**config.mk**
```make
export PLATFORM = sky130hd
export DESIGN_NAME = wp_guard
export DESIGN_NICKNAME = d
export VERILOG_FILES = /design/src/rtl/wpg_pkg.sv /design/src/rtl/wpg_rst_sync.sv /design/src/rtl/wpg_region_dec.sv /design/src/rtl/wpg_stat_reg.sv /design/src/rtl/wpg_issue.sv /design/src/rtl/wp_guard.sv
export SDC_FILE = /design/constraint.sdc
export NUM_CORES = 1
export LEC_CHECK = 0
export BUFFER_PORTS_ARGS = -buffer_cell sky130_fd_sc_hd__buf_2
export CAP_MARGIN = 20
export CORE_ASPECT_RATIO = 0.6
export CORE_MARGIN = 2
export CORE_UTILIZATION = 49
export CTS_BUF_LIST = sky130_fd_sc_hd__clkbuf_4 sky130_fd_sc_hd__clkbuf_8 sky130_fd_sc_hd__clkbuf_16
export DETAILED_ROUTE_END_ITERATION = 16
export PLACE_DENSITY = 0.87
export SETUP_SLACK_MARGIN = 0.4
export SLEW_MARGIN = 20
export SYNTH_ARGS = -nofsm -noshare
export SYNTH_HDL_FRONTEND = slang
export SYNTH_SLANG_ARGS = --single-unit
```
**constraint.sdc**
```tcl
create_clock -name clk -period 2.43 [get_ports clk]
set_clock_uncertainty 0.2 [all_clocks]
set_input_delay 0.1215 -clock clk [delete_from_list [all_inputs] [get_ports clk]]
set_output_delay 0.1215 -clock clk [all_outputs]
set_load 0.005 [all_outputs]
```
**src/rtl/wpg_pkg.sv**
```systemverilog
package wpg_pkg;

  typedef enum logic [1:0] {
    LOCK_NONE = 2'b00,
    LOCK_QTR  = 2'b01,
    LOCK_HALF = 2'b10,
    LOCK_ALL  = 2'b11
  } lock_sel_e;

  // status register field positions
  localparam int WEL_BIT = 0;
  localparam int SEL_LO  = 2;
  localparam int PEN_BIT = 7;
  localparam int STAT_W  = 8;

  typedef struct packed {
    logic      pen;
    lock_sel_e sel;
    logic      wel;
  } prot_t;

endpackage

```
**src/rtl/wpg_rst_sync.sv**
```systemverilog
module wpg_rst_sync (
  input  logic clk,
  input  logic arst_n,
  output logic srst_n
);

  logic meta_q;

  always_ff @(posedge clk or negedge arst_n) begin
    if (!arst_n) begin
      meta_q <= 1'b0;
      srst_n <= 1'b0;
    end else begin
      meta_q <= 1'b1;
      srst_n <= meta_q;
    end
  end

endmodule

```
**src/rtl/wpg_region_dec.sv**
```systemverilog
module wpg_region_dec
  import wpg_pkg::*;
#(
  parameter int AW = 14
) (
  input  lock_sel_e        sel,
  input  logic [AW-1:0]    addr,
  output logic             hit
);

  localparam logic [AW-1:0] QTR_BASE  = {2'b11, {(AW-2){1'b0}}};
  localparam logic [AW-1:0] HALF_BASE = {1'b1,  {(AW-1){1'b0}}};

  always_comb begin
    unique case (sel)
      LOCK_NONE: hit = 1'b0;
      LOCK_QTR:  hit = (addr >= QTR_BASE);
      LOCK_HALF: hit = (addr >= HALF_BASE);
      default:   hit = 1'b1;
    endcase
  end

endmodule

```
**src/rtl/wpg_stat_reg.sv**
```systemverilog
module wpg_stat_reg
  import wpg_pkg::*;
(
  input  logic      clk,
  input  logic      rst_n,
  input  logic      nv_rst_n,
  input  logic      reg_wr,
  input  logic      in_wel,
  input  lock_sel_e in_sel,
  input  logic      in_pen,
  input  logic      wp_pin,
  output prot_t     prot
);

  logic      wel_q, wel_d;
  lock_sel_e sel_q, sel_d;
  logic      pen_q, pen_d;
  logic      nv_open;
  logic      nv_en;

  // nonvolatile fields need the latch and no pin-qualified freeze
  assign nv_open = wel_q && !(wp_pin && pen_q);
  assign nv_en   = reg_wr && nv_open;

  always_comb begin
    wel_d = wel_q;
    sel_d = sel_q;
    pen_d = pen_q;
    if (reg_wr) wel_d = in_wel;
    if (nv_en) begin
      sel_d = in_sel;
      pen_d = in_pen;
    end
  end

  always_ff @(posedge clk or negedge rst_n) begin
    if (!rst_n) wel_q <= 1'b0;
    else if (reg_wr) wel_q <= wel_d;
  end

  always_ff @(posedge clk or negedge nv_rst_n) begin
    if (!nv_rst_n) begin
      sel_q <= LOCK_NONE;
      pen_q <= 1'b0;
    end else if (nv_en) begin
      sel_q <= sel_d;
      pen_q <= pen_d;
    end
  end

  assign prot = '{pen: pen_q, sel: sel_q, wel: wel_q};


  nv_needs_wel_chk: assert property (@(posedge clk) disable iff (!rst_n || !nv_rst_n)
    (reg_wr && !wel_q) |=> (sel_q == $past(sel_q) && pen_q == $past(pen_q)));


  pin_freeze_chk: assert property (@(posedge clk) disable iff (!rst_n || !nv_rst_n)
    (reg_wr && wp_pin && pen_q) |=> (sel_q == $past(sel_q) && pen_q == $past(pen_q)));


  wel_load_chk: assert property (@(posedge clk) disable iff (!rst_n || !nv_rst_n)
    reg_wr |=> (wel_q == $past(in_wel)));

endmodule

```
**src/rtl/wpg_issue.sv**
```systemverilog
module wpg_issue #(
  parameter int AW = 14,
  parameter int DW = 8
) (
  input  logic          clk,
  input  logic          rst_n,
  input  logic          req,
  input  logic          is_reg,
  input  logic [AW-1:0] addr,
  input  logic [DW-1:0] data,
  input  logic          wel,
  input  logic          locked,
  output logic          arr_we,
  output logic [AW-1:0] arr_addr,
  output logic [DW-1:0] arr_data
);

  localparam logic [AW-1:0] REG_ADDR = '1;

  logic go_d;

  assign go_d = req && !is_reg && wel && !locked;

  always_ff @(posedge clk or negedge rst_n) begin
    if (!rst_n) arr_we <= 1'b0;
    else        arr_we <= go_d;
  end

  always_ff @(posedge clk or negedge rst_n) begin
    if (!rst_n) begin
      arr_addr <= '0;
      arr_data <= '0;
    end else if (go_d) begin
      arr_addr <= addr;
      arr_data <= data;
    end
  end


  wel_gate_chk: assert property (@(posedge clk) disable iff (!rst_n)
    arr_we |-> $past(wel));


  region_gate_chk: assert property (@(posedge clk) disable iff (!rst_n)
    arr_we |-> !$past(locked));


  reg_no_strobe_chk: assert property (@(posedge clk) disable iff (!rst_n)
    arr_we |-> (arr_addr != REG_ADDR));

endmodule

```
**src/rtl/wp_guard.sv**
```systemverilog
module wp_guard
  import wpg_pkg::*;
#(
  parameter int AW = 14,
  parameter int DW = STAT_W
) (
  input  logic          clk,
  input  logic          por_n,
  input  logic          rst_n,
  input  logic          wr_req,
  input  logic [AW-1:0] wr_addr,
  input  logic [DW-1:0] wr_data,
  input  logic          wp_pin,
  output logic          arr_we,
  output logic [AW-1:0] arr_addr,
  output logic [DW-1:0] arr_data,
  output logic [DW-1:0] stat
);

  localparam logic [AW-1:0] REG_ADDR = '1;

  logic  core_rst_n;
  logic  nv_rst_n;
  logic  is_reg;
  logic  reg_wr;
  logic  locked;
  prot_t prot;

  wpg_rst_sync u_core_sync (
    .clk    (clk),
    .arst_n (rst_n & por_n),
    .srst_n (core_rst_n)
  );

  wpg_rst_sync u_nv_sync (
    .clk    (clk),
    .arst_n (por_n),
    .srst_n (nv_rst_n)
  );

  assign is_reg = (wr_addr == REG_ADDR);
  assign reg_wr = wr_req && is_reg;

  wpg_stat_reg u_stat (
    .clk      (clk),
    .rst_n    (core_rst_n),
    .nv_rst_n (nv_rst_n),
    .reg_wr   (reg_wr),
    .in_wel   (wr_data[WEL_BIT]),
    .in_sel   (lock_sel_e'(wr_data[SEL_LO +: 2])),
    .in_pen   (wr_data[PEN_BIT]),
    .wp_pin   (wp_pin),
    .prot     (prot)
  );

  wpg_region_dec #(.AW(AW)) u_region (
    .sel  (prot.sel),
    .addr (wr_addr),
    .hit  (locked)
  );

  wpg_issue #(.AW(AW), .DW(DW)) u_issue (
    .clk      (clk),
    .rst_n    (core_rst_n),
    .req      (wr_req),
    .is_reg   (is_reg),
    .addr     (wr_addr),
    .data     (wr_data),
    .wel      (prot.wel),
    .locked   (locked),
    .arr_we   (arr_we),
    .arr_addr (arr_addr),
    .arr_data (arr_data)
  );

  always_comb begin
    stat                = '0;
    stat[WEL_BIT]       = prot.wel;
    stat[SEL_LO +: 2]   = prot.sel;
    stat[PEN_BIT]       = prot.pen;
  end


  post_reset_idle_chk: assert property (@(posedge clk) disable iff (!core_rst_n)
    $rose(core_rst_n) |-> !arr_we);

endmodule

```
==> flow_summary.json, run 1 <==
{
  "dp_hpwl_mm": 1.887,
  "post-place-ws_ns": 0.4090,
  "drt-met1-wl_mm": 1.125,
  "grt_pass1_wl_mm": 4.326,
  "critical_path_buf_inv_count": 1,
  "wl_met3_um": 192,
  "die_h_um": 43.11,
  "required_ns": 2.39,
  "initial_core_util_pct": 50.56,
  "boundaryPins": 58,
  "cts_buffer_depth": 2,
  "synthArstFlopShare_pct": 100.0,
  "relSlewSlack_pct": 39.27,
  "status": "completed",
  "yosysMostFrequentCell": "dfrtp_1",
  "wl_met2_mm": 1.394,
  "cts_tree": "done",
  "setup_violations": 0,
  "vias": 932,
  "place_area_um2": 1521,
  "clk_latency_ns": 0.28,
  "antenna_cells": 0,
  "clkSlewWorstSetupHoldPaths_ns": 0.06,
  "drt_pre_antenna_iters": 5,
  "vdd_ir_drop_max_uv": 508.8,
  "hold_violations": 0,
  "area_growth_pct": 51.20,
  "top_layer": "met4",
  "cpLargestDelayFamily": "compound AO/OA/AOI/OAI gates",
  "critical_path_arrival_ns": 1.83,
  "ys_seq_elements": 31,
  "drc": 0,
  "grt_pass1_vias": 966,
  "cpPeakStageDelay_ns": 0.43,
  "synth_area_leaders": "dfrtp_1 62%, mux2_2 23%, buf_4 3.6%",
  "tns_ns": 0,
  "synth_top_area_share_pct": 62.12,
  "final_nets": 192,
  "die_area_um2": 2982,
  "core_um2": 2470,
  "fin_area_um2": 1888,
  "drt_first_iter_violations": 30,
  "avgSynthCellArea_um2": 15.61,
  "grt_max_degree": 25,
  "fin_cells": 198,
  "cts.sinks": 31,
  "layout-drive-gt1-share_pct": 54.82,
  "routed_via_density": 4.707,
  "wl_per_cell_um": 13.89,
  "fin_crit_ns": 1.864,
  "synth_area_um2": 1249,
  "postRouteAntennaNets": 0,
  "gp_congestion": 0.7904,
  "placed_cells": 162,
  "overflow": 0,
  "synth_top_flop_cell": "dfrtp_1",
  "ys_seq_area_share_pct": 62.12,
  "power_density_nw_per_um2": 529.3,
  "synth_common_cells": "31 x dfrtp_1, 26 x mux2_2, 6 x buf_4",
  "worstHoldPathType": "in2async",
  "p_leak_nw": 1.043,
  "cpMaxStageDelayCell": "dfrtp_1",
  "htreeDepth": 2,
  "cts_resized": 0,
  "final-max-slew-violation-count": 0,
  "fmax_mhz": 536.5,
  "numCtsBuffers": 5,
  "rsz0062_at_grt": "no",
  "worst_slew_pin_slew_ns": 0.9110,
  "synth_area_leader_cell": "dfrtp_1",
  "drv_cap": 0,
  "yosysWarnings": 0,
  "synth_edf_count": 0,
  "holdWs_ns": 0.06505,
  "synth_cell_type_count": 12,
  "crit_type": "reg2reg",
  "root_buffer": "clkbuf_8",
  "synthCells": 80,
  "antenna_found_initial": 0,
  "path_cells": "a21oi_1 > nor2b_1 > a2111oi_4 > buf_12 > mux2_2",
  "crit_path_max_fanout": 20,
  "totalWireLength_mm": 2.750,
  "port_buffers": 53,
  "crit_path_end_kind": "flip-flop",
  "grtUsageTotal_pct": 20.31,
  "fp.dieW_um": 69.17,
  "row_count": 14,
  "fin_crit_sh_pct": 76.70,
  "worstSetupStartpointType": "flip-flop",
  "worst_slack_ns": 0.5662
}
## area by class of cell
cell class | instances | area (um^2)
Clock inverter | 1 | 5.005
Timing Repair Buffer | 82 | 563.0
Fill cell | 167 | 581.8
Multi-Input combinational cell | 45 | 420.4
Sequential cell | 31 | 775.7
Clock buffer | 7 | 83.83
Tap cell | 32 | 40.04
## placed cells by master, fill, tap and decap left out, types with 2 or more instances in the layout
cell           synthesis  layout
a21oi_1                2       2
buf_2                  0      53
clkbuf_4               0       2
clkbuf_8               0       5
conb_1                 2       6
dfrtp_1               31      31
dlygate4sd3_1          0      27
mux2_2                26      26
nand2_1                4       4
nand4_1                3       3
## state kept, by name, indices dropped and copies added, names as in the netlist
register / count
u_issue.arr_data: 8
u_stat.wel_q: 1
u_issue.arr_addr: 14
u_stat.sel_q: 2
u_core_sync.srst_n: 1
u_core_sync.meta_q: 1
u_nv_sync.srst_n: 1
u_issue.arr_we: 1
u_nv_sync.meta_q: 1
u_stat.pen_q: 1
## stage by stage
step | power [W] | util (%)
after floorplan | 0.0005539 | -
after global placement | 0.0005794 | 61.60
after detailed placement | 0.0005821 | 61.60
after CTS | 0.001006 | 76.14
after global routing | 0.001042 | 76.44
final | 0.0009994 | 76.44
## worst register-to-register path, cell delays in order (launching register included)
cell,delay [ns]
dfrtp_1,0.43
a21oi_1,0.17
nor2b_1,0.08
a2111oi_4,0.29
buf_12,0.22
mux2_2,0.36
## what timing repair did
| action | in CTS | in global routing |
|---|---|---|
| hold buffers | 27 | 0 |
| hold endpoints to repair | 33 | 0 |
| setup endpoints to repair | 0 | 19 |
| setup buffers | 0 | 1 |
## path summary, 6_finish.rpt
kind | cells after the start | end | startpoint | slack [ns]
max in group asynchronous | 0 | u_issue.arr_addr[4] | u_core_sync.srst_n | 1.29
hold / removal | 3 | u_core_sync.srst_n | rst_n | 0.07
hold reg to reg | 0 | u_core_sync.srst_n | u_core_sync.meta_q | 0.15
setup reg to reg | 5 | u_issue.arr_addr[10] | u_stat.sel_q[0] | 0.57
setup / recovery | 5 | u_issue.arr_addr[10] | u_stat.sel_q[0] | 0.57
min in group clk | 4 | u_stat.pen_q | wp_pin | 0.10
## logic make-up (layout without fill, tap and decap cells)
logic type | count (synthesis) | count (layout) | share of synthesized area [%]
buffers and inverters | 8 | 90 | 5.410
and+or+nand+nor | 10 | 10 | 5.411
DFF | 31 | 31 | 62.12
muxes | 26 | 26 | 23.45
AOI/OAI and AO/OA | 3 | 3 | 3.006
other | 2 | 6 | 0.6014
## report_power, final
part / switching (W) / internal (W)
registers: 0.00000944 / 0.000523
logic: 0.0000246 / 0.0000483
clock network: 0.000172 / 0.000222
total: 0.000206 / 0.000794
## metal layers
metal  GRT usage (%)  vias to the layer above
met5               0                        -
met4           10.59                        0
li1                -                      440
met2           35.96                       39
met3           7.601                        5
met1           21.53                      448
(Power assumes the default switching activity.)
==> run 2, diff against run 1 <==
--- a/config.mk
+++ b/config.mk
@@ -9,10 +9,10 @@
 export CAP_MARGIN = 20
 export CORE_ASPECT_RATIO = 0.6
 export CORE_MARGIN = 2
-export CORE_UTILIZATION = 49
+export CORE_UTILIZATION = 45
 export CTS_BUF_LIST = sky130_fd_sc_hd__clkbuf_4 sky130_fd_sc_hd__clkbuf_8 sky130_fd_sc_hd__clkbuf_16
 export DETAILED_ROUTE_END_ITERATION = 16
-export PLACE_DENSITY = 0.87
+export PLACE_DENSITY = 0.82
 export SETUP_SLACK_MARGIN = 0.4
 export SLEW_MARGIN = 20
 export SYNTH_ARGS = -nofsm -noshare
==> constraint.sdc (replaced) <==
create_clock -name clk -period 1.8 [get_ports clk]
set_clock_uncertainty 0.2 [all_clocks]
set_input_delay 0.09 -clock clk [delete_from_list [all_inputs] [get_ports clk]]
set_output_delay 0.09 -clock clk [all_outputs]
set_load 0.005 [all_outputs]
==> flow_summary.json, run 2 (synthesized netlist as in run 1, its figures left out) <==
{
  "status": "finished, violations left",
  "violations": "setup timing",
  "layout.cells.most_common_list": "53 x buf_2, 31 x dfrtp_1, 28 x dlygate4sd3_1, 26 x mux2_2",
  "worstHoldPathType": "reg2async",
  "grt_pass1_wl_mm": 4.560,
  "antenna_cells": 0,
  "wl_per_cell_um": 14.10,
  "port_buffers": 53,
  "postRouteAntennaNets": 0,
  "crit_path_end_kind": "flip-flop",
  "cpMaxStageDelayCell": "dfrtp_1",
  "drt_first_iter_violations": 14,
  "vias": 952,
  "grt_pass1_vias": 988,
  "crit_path_max_fanout": 6,
  "grt_max_degree": 19,
  "drv_cap": 0,
  "met1_usage_pct": 23.17,
  "totalWireLength_mm": 2.877,
  "gp_congestion": 0.8080,
  "vdd_ir_drop_max_uv": 440.4,
  "routed_via_density": 4.667,
  "htreeDepth": 2,
  "fp.dieW_um": 72.01,
  "row_count": 14,
  "p_leak_nw": 1.072,
  "max_flop_register": "u_issue.arr_addr",
  "dp_hpwl_mm": 1.979,
  "gr-usage-met2_pct": 33.33,
  "drc": 0,
  "area_growth_pct": 55.01,
  "boundaryPins": 58,
  "hold_violations": 0,
  "root_buffer": "clkbuf_8",
  "power_density_nw_per_um2": 698.1,
  "cts.sinks": 31,
  "required_ns": 1.75,
  "fin_crit_ns": 1.828,
  "final_nets": 198,
  "final-max-slew-violation-count": 0,
  "worst_slack_ns": -0.02848,
  "crit_type": "reg2reg",
  "path_cells": "a21oi_2 > nor2b_2 > a2111oi_4 > buf_4 > mux2_2",
  "reg_top3": "u_issue.arr_addr (14), u_issue.arr_data (8), u_stat.sel_q (2)",
  "numCtsBuffers": 5,
  "cts_tree": "done",
  "fmax_mhz": 546.9,
  "layout-drive-gt1-share_pct": 57.56,
  "cpPeakStageDelay_ns": 0.43,
  "rsz0062_at_grt": "yes",
  "clkSlewWorstSetupHoldPaths_ns": 0.06,
  "clk_latency_ns": 0.27,
  "cts_buffer_depth": 2,
  "antenna_found_initial": 0,
  "holdWs_ns": 0.02604,
  "critical_path_arrival_ns": 1.78,
  "overflow": 0,
  "largest_register_ffs": 14,
  "setup_violations": 22,
  "fin_crit_sh_pct": 101.6,
  "worstSetupStartpointType": "flip-flop",
  "final_common_cell": "buf_2",
  "die_h_um": 44.81,
  "top_usage_layer": "met2",
  "die_area_um2": 3226,
  "post-place-ws_ns": -0.02027,
  "drt_pre_antenna_iters": 4,
  "power_w": 0.001351,
  "grt_use_met3_pct": 8.929,
  "core_um2": 2575,
  "grtUsageTotal_pct": 19.72,
  "initial_core_util_pct": 48.49
}
run 2: layout make-up:
cell class,count,area [um^2]
clock buffers,7,83.83
clock inverters,1,5.005
fillers,163,639.4
multi-input cells,45,429.2
flip-flops and latches,31,775.7
well taps,32,40.04
repair buffers,88,601.8
run 2: repair_timing:
| item | in CTS | in global routing |
|---|---|---|
| resized for setup | 1 | 3 |
| hold buffers | 27 | 1 |
| endpoints found under the setup margin | 23 | 26 |
| pin swaps | 0 | 1 |
| endpoints found under the hold margin | 39 | 1 |
| buffers inserted | 2 | 0 |
run 2: routing by layer:
| metal | vias to the layer above | routed length [um] |
|---|---|---|
| met5 | - | 0 |
| met4 | 0 | 0 |
| met3 | 0 | 262 |
| met2 | 43 | 1391 |
| met1 | 462 | 1224 |
| li1 | 447 | - |
run 2: report_power, final:
group / internal [W] / switching, W / leakage [nW]
combinational: 0.0000697 / 0.0000440 / 0.598
clock: 0.000300 / 0.000228 / 0.0491
sequential: 0.000706 / 0.00000350 / 0.425
total: 0.00108 / 0.000275 / 1.07
run 2: path summary, 6_finish.rpt:
kind	start	endpoint	slack (ns)	cells past startpoint
worst min register to register	u_core_sync.srst_n	u_issue.arr_data[7]	0.03	1
worst min-delay path	u_core_sync.srst_n	u_issue.arr_data[7]	0.03	1
max in group asynchronous	u_core_sync.srst_n	u_issue.arr_addr[10]	0.71	1
min in group clk	wr_req	u_issue.arr_we	0.07	4
worst max register to register	u_stat.sel_q[0]	u_issue.arr_addr[8]	-0.03	5
worst max-delay path	u_stat.sel_q[0]	u_issue.arr_addr[8]	-0.03	5
run 2: per-stage QoR:
| step | TNS [ns] | util, % | std cells | instance area [um^2] |
|---|---|---|---|---|
| 3_5_place_dp | -0.08023 | 59.77 | 166 | 1539 |
| 2_1_floorplan | 0 | - | 84 | 1264 |
| 5_1_grt | -2.240 | 75.17 | 204 | 1936 |
| 4_1_cts | 0 | 74.44 | 203 | 1917 |
| 6_report | -0.3767 | 75.17 | 204 | 1936 |
| 3_3_place_gp | 0 | 59.77 | 166 | 1539 |
run 2: critical path: cells and delay by family (launching register included):
kind                   cells  cell delay (ns)
AO/OA/AOI/OAI              2             0.45
flip-flops                 1             0.43
multiplexers               1             0.34
buffers and inverters      1             0.23
AND/OR/NAND/NOR            1             0.07
==> run 3, diff against run 2 <==
--- a/config.mk
+++ b/config.mk
@@ -9,12 +9,13 @@
 export CAP_MARGIN = 20
 export CORE_ASPECT_RATIO = 0.6
 export CORE_MARGIN = 2
-export CORE_UTILIZATION = 45
+export CORE_UTILIZATION = 50
 export CTS_BUF_LIST = sky130_fd_sc_hd__clkbuf_4 sky130_fd_sc_hd__clkbuf_8 sky130_fd_sc_hd__clkbuf_16
 export DETAILED_ROUTE_END_ITERATION = 16
-export PLACE_DENSITY = 0.82
+export PLACE_DENSITY = 0.88
 export SETUP_SLACK_MARGIN = 0.4
 export SLEW_MARGIN = 20
 export SYNTH_ARGS = -nofsm -noshare
 export SYNTH_HDL_FRONTEND = slang
+export SYNTH_HIERARCHICAL = 1
 export SYNTH_SLANG_ARGS = --single-unit
==> constraint.sdc (replaced) <==
create_clock -name clk -period 2.25 [get_ports clk]
set_clock_uncertainty 0.2 [all_clocks]
set_input_delay 0.1125 -clock clk [delete_from_list [all_inputs] [get_ports clk]]
set_output_delay 0.1125 -clock clk [all_outputs]
set_load 0.05 [all_outputs]
==> flow_summary.json, run 3 <==
{
  "setup_violations": 0,
  "power_density_nw_per_um2": 615.3,
  "relSlewSlack_pct": 37.62,
  "antenna_cells": 0,
  "yosysWarnings": 6,
  "vdd_ir_drop_max_uv": 424.7,
  "grt_max_degree": 25,
  "layout.cells.most_common_list": "53 x buf_2, 29 x dfrtp_1, 27 x dlygate4sd3_1, 22 x mux2_4",
  "row_count": 14,
  "cts_buffer_depth": 2,
  "core_um2": 2522,
  "place_area_um2": 1592,
  "yosysMostFrequentCell": "dfrtp_1",
  "critical_path_arrival_ns": 1.96,
  "cts.sinks": 31,
  "final_nets": 199,
  "fin_crit_ns": 1.985,
  "overflow": 0,
  "dp_hpwl_mm": 1.868,
  "synth_area_leaders": "dfrtp_1 58%, mux2_4 24%, buf_4 3.9%",
  "required_ns": 2.22,
  "grtUsageTotal_pct": 21.64,
  "rsz0062_at_grt": "yes",
  "layout-drive-gt1-share_pct": 56.07,
  "numCtsBuffers": 5,
  "crit_type": "reg2reg",
  "grt_use_met3_pct": 6.378,
  "ys_seq_area_share_pct": 58.11,
  "power_frac_clock_pct": 45.1,
  "synth_cell_type_count": 15,
  "avgSynthCellArea_um2": 15.71,
  "fin_crit_sh_pct": 88.24,
  "synth_top_area_share_pct": 58.11,
  "largest_register_ffs": 14,
  "crit_path_max_fanout": 7,
  "root_buffer": "clkbuf_8",
  "hold_violations": 0,
  "totalWireLength_mm": 3.539,
  "status": "completed",
  "drc": 0,
  "synthCells": 85,
  "synth_area_um2": 1335,
  "clkSlewWorstSetupHoldPaths_ns": 0.07,
  "p_comb_share_pct": 9.0,
  "clk_latency_ns": 0.29,
  "final_common_cell": "buf_2",
  "max_flop_register": "u_issue/arr_addr",
  "die_h_um": 44.03,
  "met1_usage_pct": 27.70,
  "cts_tree": "done",
  "fill_cells": 147,
  "p_sw_share_pct": 21.95,
  "reg_top3": "u_issue/arr_addr (14), u_issue/arr_data (8), u_stat/sel_q (2)",
  "vias": 1056,
  "initial_core_util_pct": 52.93,
  "p_seq_share_pct": 45.9,
  "wl_per_cell_um": 17.26,
  "drt_pre_antenna_iters": 4,
  "final-max-slew-violation-count": 0,
  "synth_common_cells": "31 x dfrtp_1, 21 x mux2_4, 7 x buf_4",
  "htreeDepth": 2,
  "worstSetupStartpointType": "flip-flop",
  "fin_area_um2": 2038,
  "boundaryPins": 58,
  "top_usage_layer": "met2",
  "p_sw_w": 0.0002753,
  "synth_area_leader_cell": "dfrtp_1",
  "die_area_um2": 3113,
  "drt_first_iter_violations": 41,
  "synth_edf_count": 0,
  "fmax_mhz": 503.7,
  "fp.dieW_um": 70.71,
  "routed_via_density": 5.151,
  "synthArstFlopShare_pct": 100.0,
  "port_buffers": 53,
  "drv_cap": 0,
  "synth_top_flop_cell": "dfrtp_1",
  "p_leak_nw": 1.097,
  "postRouteAntennaNets": 0,
  "gp_congestion": 0.7980,
  "ys_seq_elements": 31,
  "gr-usage-met2_pct": 35.51,
  "grt_pass1_vias": 987,
  "holdWs_ns": 0.06191,
  "area_growth_pct": 52.67,
  "grt_pass1_wl_mm": 4.816,
  "worstHoldPathType": "in2async",
  "tns_ns": 0,
  "crit_path_end_kind": "flip-flop",
  "internal_power_w": 0.0009788,
  "antenna_found_initial": 0,
  "worst_slew_pin_slew_ns": 0.9358
}
## run 3: cell count changes after synthesis, moves of 2 or more
cell and change:
mux2_2 -22, mux2_4 +21, nand3_1 +3, a21oi_1 -2, buf_12 +2, buf_6 -2
nor4_1 +2
## run 3: power by group through the flow
stage,Clock [W],Combinational [W],Sequential (W)
6_report,0.000566,0.000113,0.000575
2_1_floorplan,0,0.0000294,0.000596
5_1_grt,0.000600,0.000119,0.000577
4_1_cts,0.000564,0.000108,0.000575
3_5_place_dp,0,0.0000709,0.000587
3_3_place_gp,0,0.0000693,0.000585
## run 3: cell type report
type | count | area, um^2 | area share, %
multi-input combinational | 48 | 503.0 | 24.68
clock buffer | 6 | 82.58 | 4.052
tap | 32 | 40.04 | 1.964
timing repair buffer | 86 | 599.3 | 29.40
sequential | 31 | 778.2 | 38.18
clock inverter | 2 | 35.03 | 1.719
## run 3: worst paths after layout
kind	to	start	slack, ns	cells past startpoint
setup reg to reg	u_issue/arr_addr[8]	u_stat/sel_q[0]	0.26	6
hold reg to reg	u_nv_sync/srst_n	u_nv_sync/meta_q	0.18	0
setup / recovery	u_issue/arr_addr[8]	u_stat/sel_q[0]	0.26	6
max in group asynchronous	u_issue/arr_we	u_core_sync/srst_n	1.08	0
hold / removal	u_core_sync/meta_q	por_n	0.06	3
min in group clk	u_stat/pen_q	wr_addr[6]	0.10	5
## run 3: logic make-up after synthesis
logic type / synth area share (%)
DFF: 58.11
muxes: 26.99
and+or+nand+nor: 5.810
buffers and inverters: 6.935
other: 0.8434
AOI/OAI and AO/OA: 1.312
## run 3: metal layers
metal / vias to the layer above / wire length, um
met5: - / 0
li1: 467 / -
met1: 521 / 1459
met3: 11 / 248
met2: 57 / 1757
met4: 0 / 73
## run 3: stage by stage
step                setup slack [ns]  std cells  utilization, %  power [W]
finish                        0.2647        205           80.80   0.001254
CTS                           0.3557        201           78.62   0.001247
global route                  0.2210        205           80.80   0.001296
detailed placement            0.3662        166           63.10  0.0006574
floorplan                     0.3535         88               -  0.0006252
global placement              0.4059        166           63.10  0.0006548
## run 3: repair_timing
| action | CTS | global route |
|---|---|---|
| setup buffers | 0 | 2 |
| gates cloned | 0 | 2 |
| hold buffers | 27 | 0 |
| pin swaps | 0 | 2 |
| endpoints found under the hold margin | 33 | 0 |
| gates resized for setup | 1 | 11 |
| endpoints found under the setup margin | 14 | 22 |
## run 3: worst max-delay path, stage by stage (launching register included)
cell and delay, ns:
dfrtp_2 0.43, o21ai_2 0.15, nand2_2 0.08, nor4bb_4 0.32, buf_4 0.20, buf_8 0.14
mux2_2 0.34
